--- src/rtl/sef_pkg.sv ---
package sef_pkg;
    localparam int EVW = 64;

    typedef enum logic {
        PIPE_EMPTY,
        PIPE_LOADED
    } pipe_state_t;

    function automatic logic [EVW-1:0] writable_mask(
        input bit vec, input bit v11, input bit v12, input bit txm, input bit spec);
        logic [EVW-1:0] m;
        m = '0;
        m[63:48] = '1;
        m[31:24] = '1;
        m[15:12] = '1;
        m[7]  = 1'b1;
        m[5]  = 1'b1;
        m[3]  = 1'b1;
        m[18] = vec && v11;
        m[17] = vec && v11;
        m[16] = txm;
        m[11] = v11;
        m[6]  = v12;
        m[1]  = spec;
        return m;
    endfunction
endpackage

--- src/rtl/sef_mask_reg.sv ---
module sef_mask_reg #(
    parameter int WIDTH = 64,
    parameter logic [WIDTH-1:0] MASK = '0
) (
    input  logic             clk,
    input  logic             rst_n,
    input  logic             wr_en,
    input  logic [WIDTH-1:0] wr_data,
    output logic [WIDTH-1:0] q
);
    always_ff @(posedge clk or negedge rst_n) begin
        if (!rst_n)
            q <= '0;
        else if (wr_en)
            q <= wr_data & MASK;
    end

    // a write lands masked on the next edge
    a_r2_write_masked: assert property (@(posedge clk) disable iff (!rst_n)
        wr_en |=> (q == ($past(wr_data) & MASK)));
    // without a write the word holds
    a_r2_hold: assert property (@(posedge clk) disable iff (!rst_n)
        !wr_en |=> $stable(q));
    // absent positions stay zero
    a_r3_absent_zero: assert property (@(posedge clk) disable iff (!rst_n)
        (q & ~MASK) == '0);
endmodule

--- src/rtl/sef_gate.sv ---
module sef_gate #(
    parameter int WIDTH = 64
) (
    input  logic [WIDTH-1:0] filt_vec,
    input  logic [WIDTH-1:0] events,
    input  logic             enable,
    output logic             keep
);
    logic [WIDTH-1:0] missing;

    always_comb begin
        missing = filt_vec & ~events;
        keep    = !enable || (missing == '0);
    end
endmodule

--- src/rtl/sample_event_filter.sv ---
module sample_event_filter #(
    parameter bit HAS_VECTOR       = 1'b1,
    parameter bit HAS_PROF_V11     = 1'b1,
    parameter bit HAS_PROF_V12     = 1'b1,
    parameter bit HAS_TXMEM        = 1'b0,
    parameter bit HAS_SPEC_SAMPLES = 1'b1
) (
    input  logic        clk,
    input  logic        rst_n,
    input  logic        reg_wr_en,
    input  logic [63:0] reg_wr_data,
    output logic [63:0] reg_rd_data,
    input  logic        filt_en,
    input  logic        smp_valid,
    input  logic [63:0] smp_events,
    output logic        keep_comb,
    output logic        out_valid,
    output logic        out_keep
);
    import sef_pkg::*;

    localparam logic [EVW-1:0] WMASK =
        writable_mask(HAS_VECTOR, HAS_PROF_V11, HAS_PROF_V12, HAS_TXMEM, HAS_SPEC_SAMPLES);

    logic [EVW-1:0] filt_word;
    pipe_state_t    state_q, state_d;
    logic           keep_q;

    sef_mask_reg #(.WIDTH(EVW), .MASK(WMASK)) u_reg (
        .clk     (clk),
        .rst_n   (rst_n),
        .wr_en   (reg_wr_en),
        .wr_data (reg_wr_data),
        .q       (filt_word)
    );

    sef_gate #(.WIDTH(EVW)) u_gate (
        .filt_vec (filt_word),
        .events   (smp_events),
        .enable   (filt_en),
        .keep     (keep_comb)
    );

    assign reg_rd_data = filt_word;

    always_comb begin
        state_d = smp_valid ? PIPE_LOADED : PIPE_EMPTY;
    end

    always_ff @(posedge clk or negedge rst_n) begin
        if (!rst_n) begin
            state_q <= PIPE_EMPTY;
            keep_q  <= 1'b0;
        end else begin
            state_q <= state_d;
            keep_q  <= smp_valid && keep_comb;
        end
    end

    always_comb begin
        unique case (state_q)
            PIPE_EMPTY: begin
                out_valid = 1'b0;
                out_keep  = 1'b0;
            end
            PIPE_LOADED: begin
                out_valid = 1'b1;
                out_keep  = keep_q;
            end
            default: begin
                out_valid = 1'b0;
                out_keep  = 1'b0;
            end
        endcase
    end

    // bypass keeps everything
    a_r7_bypass: assert property (@(posedge clk) disable iff (!rst_n)
        !filt_en |-> keep_comb);
    // empty word keeps everything
    a_r8_empty_word: assert property (@(posedge clk) disable iff (!rst_n)
        (reg_rd_data == '0) |-> keep_comb);
    // an event that is mandatory but missing drops the sample
    a_r6_missing_drops: assert property (@(posedge clk) disable iff (!rst_n)
        (filt_en && ((reg_rd_data & ~smp_events) != '0)) |-> !keep_comb);
    // valid is delayed one cycle
    a_r9_valid_follow: assert property (@(posedge clk) disable iff (!rst_n)
        smp_valid |=> out_valid);
    a_r9_idle_follow: assert property (@(posedge clk) disable iff (!rst_n)
        !smp_valid |=> (!out_valid && !out_keep));
    a_r9_keep_follow: assert property (@(posedge clk) disable iff (!rst_n)
        smp_valid |=> (out_keep == $past(keep_comb)));
endmodule

--- config.mk ---
export PLATFORM = sky130hd
export DESIGN_NAME = sample_event_filter
export DESIGN_NICKNAME = d
export VERILOG_FILES = /design/src/rtl/sef_pkg.sv /design/src/rtl/sef_mask_reg.sv /design/src/rtl/sef_gate.sv /design/src/rtl/sample_event_filter.sv
export SDC_FILE = /design/constraint.sdc
export NUM_CORES = 1
export LEC_CHECK = 0
export BUFFER_PORTS_ARGS = -buffer_cell sky130_fd_sc_hd__buf_2
export CAP_MARGIN = 10
export CORE_MARGIN = 5
export CORE_UTILIZATION = 35
export DETAILED_ROUTE_END_ITERATION = 6
export PLACE_DENSITY = 0.81
export SETUP_SLACK_MARGIN = 0.15
export SYNTH_ARGS = -nofsm -noshare
export SYNTH_HDL_FRONTEND = slang
export SYNTH_HIERARCHICAL = 1
export SYNTH_SLANG_ARGS = --single-unit
--- constraint.sdc ---
create_clock -name clk -period 1.07 [get_ports clk]
set_input_delay 0.1605 -clock clk [delete_from_list [all_inputs] [get_ports clk]]
set_output_delay 0.1605 -clock clk [all_outputs]
set_load 0.03 [all_outputs]
==> out/qor.csv, run 1 <==
metric,value,unit
syn_to_final_growth,68.5,%
vias,2092,
clk_latency,0.29,ns
initial_utilization,0.361,
r2r_slack,-0.50,ns
skew,0.00599,ns
critical_path_class,register to output pin,
cts_tree,built,
crit_family,simple AND/OR/NAND/NOR gates,
path_clk_slew,0.08,ns
wl,6990,um
clockBufferDepth,2,
cp_cell_sequence,"inv_2, o22ai_4, nor4_4, buf_4, nand4_1, o21ai_4, buf_6",
ir_drop,0.677,mV
required,0.91,ns
die_w,91.0,um
drive_above_1_share,0.630,
r2r_start,u_reg/q[51],
rows,29,
die_area,8270,um2
leakage,2.02,nW
drtAntennaViolNets,0,
cts.htree.levels,2,
maxCapViolCount,0,
holdPathEnd,u_reg/q[30],
first_pass_iters,2,
place_congestion,0.833,
crit_path_max_fanout,2,
fin_crit,1.96,ns
p_clk_frac,0.249,
grt-ovfl-total,0,
cp_slowest_stage_delay,0.42,ns
internal-power,3.26,mW
regToRegEndpoint,keep_q,
grt_max_degree,39,
drc_errors,0,
grt_usage,0.162,
grt_pass1_wl,11000,um
fin_crit_sh,1.84,
cts_inserted_buffers,5,
viasPerCell,4.36,
fp.dieH,91.0,um
hold_path.startpoint,reg_wr_data[30],
rr_worst_depth,7,
cts_root_buf,clkbuf_8,
powerDensity,1230,nW/um2
ys_types,17,
yosys_warnings,6,
finalHoldViolations,0,
synthCells,211,
status,"finished, violations left",
crit_path_end_kind,output pin,
ys_seq_area_frac,0.415,
p_seq_frac,0.356,
dr.first_iter.drc_count,23,
netSwitchingFraction,0.315,
routedWlPerCell,14.6,um
num_antenna_cells,0,
whs_path_depth,2,
io_pins,200,
dpl.hpwl,5540,um
min_path_type,input pin to register,
finalSetupTns,-2.69,ns
slowest_stage,dfrtp_2,
fmax,509,MHz
rsz0062_at_grt,true,
fin_nets,535,
whs,0.0971,ns
postLayoutSetupSlackWorst,-0.894,ns
drv_slew,0,
ys_seq_elements,38,
path_buf_inv,3,
violations,setup timing,
switchingPower,1.50,mW
netlist_area,2290,um2
io_buffers,143,
coreArea,6350,um2
grt_pass1_vias,2396,
worstSetupStartpointType,register,
arrival,1.80,ns
clkSinkCount,38,
power_frac_comb,0.396,
grt_antenna_before_repair,0,
setup_viol,39,
postSynthAreaPerCell,10.9,um2
layer usage:
layer  global-route usage  part of all wire  up-vias
li1                     -                 -     1022
met1                0.175              0.36      981
met2                0.306              0.56       81
met3               0.0512             0.073        8
met4               0.0318            0.0093        0
met5                    0                 0        -
worst register-to-register path, stage by stage, from the launching register on:
cell	delay [ns]
dfrtp_2	0.42
inv_2	0.07
o22ai_4	0.07
nor4_4	0.30
buf_4	0.15
nand4_1	0.15
o21ai_4	0.21
and2_1	0.14
through the flow:
| stage | setup slack [ns] | cells | cell area [um2] | power [mW] | util |
|---|---|---|---|---|---|
| 2_1_floorplan | -0.457 | 238 | 2420 | 2.64 | - |
| 3_3_place_gp | -0.596 | 464 | 3280 | 3.16 | 0.516 |
| 3_5_place_dp | -0.737 | 464 | 3280 | 3.20 | 0.516 |
| 4_1_cts | -0.922 | 475 | 3790 | 4.74 | 0.597 |
| 5_1_grt | -1.02 | 480 | 3860 | 5.01 | 0.608 |
| 6_report | -0.894 | 480 | 3860 | 4.75 | 0.608 |
what timing repair did:
action | in CTS | in global routing
pin swaps | 5 | 3
hold endpoints to repair | 39 | 0
endpoints found under the setup margin | 40 | 46
setup buffers | 1 | 5
hold buffers | 2 | 0
gates resized for setup | 114 | 8
placed cells by master (no fill, tap or decap), drive strengths merged, types with 3 or more instances in the layout:
cell type    n
clkbuf       5
nor3         5
mux2        36
o2111ai      5
nor4         3
inv         49
buf        187
dfrtp       38
o22ai       22
nand2b      15
conb        28
flip-flops by register name (all words and copies together) (netlist names):
register and count:
u_reg/q 36, keep_q 1, state_q 1
layout make-up:
| type | instances | area, um2 |
|---|---|---|
| clock inverter | 3 | 40.0 |
| tap | 77 | 96.3 |
| fill | 518 | 2490 |
| multi-input combinational | 119 | 1030 |
| timing repair buffer | 189 | 1480 |
| clock buffer | 5 | 68.8 |
| sequential | 38 | 968 |
| inverter | 49 | 184 |
worst max path at each step:
stage | to | start | cells after the start
floorplan | keep_q | u_reg/q[60] | 6
finish | keep_comb | u_reg/q[51] | 7
CTS | keep_comb | u_reg/q[51] | 7
detailed placement | keep_comb | u_reg/q[28] | 7
global route | keep_comb | u_reg/q[50] | 7
global placement | keep_comb | u_reg/q[6] | 6
power by group through the flow:
| stage | Sequential (mW) | Combinational (mW) | Clock [mW] |
|---|---|---|---|
| floorplan | 1.99 | 0.651 | 0 |
| global placement | 1.68 | 1.48 | 0 |
| detailed placement | 1.69 | 1.51 | 0 |
| CTS | 1.69 | 1.82 | 1.24 |
| global route | 1.71 | 2.00 | 1.31 |
| finish | 1.69 | 1.88 | 1.18 |
cells by family after synthesis:
| family | after synthesis | share of synthesized area |
|---|---|---|
| compound gates | 28 | 0.0813 |
| buf+inv | 81 | 0.203 |
| flops | 38 | 0.415 |
| mux | 36 | 0.226 |
| other cells | 1 | 0.00164 |
| simple gates | 27 | 0.0736 |
cells in the mapped netlist:
library cell  number  area, um2
nand4_1            2       12.5
o22ai_1           22        138
buf_4             28        210
nor4_1             2       12.5
o2111ai_1          5       43.8
dfrtp_1           38        951
buf_6              1       11.3
mux2_2             6       67.6
mux2_4            30        450
nand2b_1          15       93.8
o21ai_1            1       5.00
inv_1             49        184
nor4_2             1       12.5
conb_1             1       3.75
and2_1             2       12.5
nor3_1             5       25.0
buf_12             3       60.1
Note: power is estimated with default switching activity, not from simulation.
==> inputs of run 2 (changes only) <==
Settings changed: RECOVER_POWER set to 25.
==> out/qor.csv, run 2 (synthesis gave the netlist of run 1 again) <==
metric,value,unit,change
status,"finished, violations left",,unchanged
violations,setup timing,,unchanged
cts_tree,built,,unchanged
clk_latency,0.29,ns,about the same
ir_drop,0.678,mV,was 0.677 mV
tightest_slew,0.536,ns,
fp.dieH,91.0,um,unchanged
die_area,8270,um2,unchanged
finalSetupTns,-2.70,ns,was -2.69 ns
relSlewSlack,0.643,,
num_antenna_cells,0,,unchanged
grt_usage,0.162,,unchanged
m1WireLength,2490,um,was 2480 um
syn_to_final_growth,67.9,%,was 68.5%
grt_antenna_before_repair,0,,unchanged
fmax,509,MHz,about the same
holdPathEnd,u_reg/q[30],,unchanged
whs_path_depth,2,,unchanged
rsz0062_at_grt,true,,unchanged
min_path_type,input pin to register,,unchanged
nFillCells,520,,was 518
regToRegEndpoint,keep_q,,unchanged
leakage,2.01,nW,was 2.02 nW
fin_nets,535,,unchanged
dr.first_iter.drc_count,21,,was 23
grt_pass1_wl,11000,um,unchanged
fin_crit_sh,1.84,,about the same
grt-ovfl-total,0,,unchanged
largest_register_ffs,36,,unchanged
fin_crit,1.97,ns,was 1.96 ns
cts_inserted_buffers,5,,unchanged
multiInputGateArea,1030,um2,unchanged
crit_path_end_kind,output pin,,unchanged
drtAntennaViolNets,0,,unchanged
mostFrequentLayoutCells,"buf_2 (104), buf_6 (74), inv_1 (46)",,unchanged
layout_commonest_cell,buf_2,,unchanged
dr_wl_met3,510,um,unchanged
critical_path_class,register to output pin,,unchanged
largest_register,u_reg/q,,unchanged
grt_pass1_vias,2396,,unchanged
viasPerCell,4.36,,about the same
coreArea,6350,um2,unchanged
cts.htree.levels,2,,unchanged
path_clk_slew,0.08,ns,about the same
place_congestion,0.833,,unchanged
highest_layer,met4,,unchanged
cp-startpoint,u_reg/q[51],,unchanged
rr_worst_depth,7,,unchanged
wl,6990,um,unchanged
rows,29,,unchanged
vias,2094,,was 2092
drive_above_1_share,0.630,,unchanged
hold_path.startpoint,reg_wr_data[30],,unchanged
clockBufferDepth,2,,unchanged
top_regs,"u_reg/q: 36 flops, keep_q: 1 flops, state_q: 1 flops",,unchanged
grt_max_degree,39,,unchanged
die_w,91.0,um,unchanged
r2r_start,u_reg/q[51],,unchanged
skew,0.00640,ns,was 0.00599 ns
routedWlPerCell,14.6,um,unchanged
drc_errors,0,,unchanged
dr_wl_met2,3920,um,was 3930 um
r2r_slack,-0.50,ns,about the same
finalHoldViolations,0,,unchanged
drv_slew,0,,unchanged
register_area,968,um2,unchanged
postLayoutSetupSlackWorst,-0.895,ns,was -0.894 ns
arrival,1.80,ns,about the same
dpl.hpwl,5540,um,unchanged
setup_viol,39,,unchanged
first_pass_iters,2,,unchanged
powerDensity,1230,nW/um2,about the same
required,0.91,ns,about the same
initial_utilization,0.361,,unchanged
place_ws,-0.737,ns,unchanged
worstSetupStartpointType,register,,unchanged
cts_root_buf,clkbuf_8,,unchanged
io_buffers,143,,unchanged
clkSinkCount,38,,unchanged
maxCapViolCount,0,,unchanged
io_pins,200,,unchanged
crit_path_max_fanout,2,,unchanged
-- run 2: cell types whose count changed in the layout (fill, tap and decap cells not counted) --
cell and delta:
clkbuf_4 +1, buf_12 -1
-- run 2: what timing repair did --
| item | 4_1_cts | 5_1_grt |
|---|---|---|
| setup endpoints to repair | 40 | 46 |
| hold endpoints to repair | 39 | 0 |
| buffers inserted | 1 | 5 |
| hold buffers | 2 | 0 |
| gates resized for setup | 114 | 8 |
| pin swaps | 5 | 3 |
-- run 2: layout make-up --
class | instances | share of cell area
Inverter | 49 | 0.0478
Clock buffer | 5 | 0.0179
Sequential cell | 38 | 0.251
Clock inverter | 3 | 0.0104
Timing Repair Buffer | 189 | 0.381
Tap cell | 77 | 0.0250
Multi-Input combinational cell | 119 | 0.267
-- run 2: through the flow --
| stage | total power, mW | hold slack, ns | instance area, um2 | std cells | util |
|---|---|---|---|---|---|
| CTS | 4.74 | 0.0857 | 3790 | 475 | 0.597 |
| global route | 5.01 | 0.0820 | 3850 | 480 | 0.607 |
| floorplan | 2.64 | -0.135 | 2420 | 238 | - |
| finish | 4.75 | 0.0966 | 3850 | 480 | 0.607 |
| global placement | 3.16 | 0.143 | 3280 | 464 | 0.516 |
| detailed placement | 3.20 | 0.146 | 3280 | 464 | 0.516 |
-- run 2: layer usage --
metal | GRT usage | vias to the layer above
met5 | 0 | -
met2 | 0.306 | 81
met4 | 0.0318 | 0
met1 | 0.175 | 983
li1 | - | 1022
met3 | 0.0512 | 8
-- run 2: worst max-delay path: stages, from the launching register on --
cell and delay, ns:
dfrtp_2 0.42, inv_2 0.07, o22ai_4 0.07, nor4_4 0.30, buf_4 0.15, nand4_1 0.15, o21ai_4 0.20, buf_6 0.15
-- run 2: power by group --
group / leakage [nW] / total (mW) / internal [mW] / switching (mW)
registers: 0.431 / 1.69 / 1.59 / 0.104
clock network: 0.0579 / 1.18 / 0.686 / 0.499
logic: 1.52 / 1.87 / 0.981 / 0.893
total: 2.01 / 4.75 / 3.25 / 1.50
-- run 2: how the worst max path moves through the flow --
stage	endpoint	slack, ns	cells after the start
after detailed placement	keep_comb	-0.74	7
final	keep_comb	-0.90	7
after global routing	keep_comb	-1.02	7
after floorplan	keep_q	-0.46	6
after CTS	keep_comb	-0.92	7
after global placement	keep_comb	-0.60	6
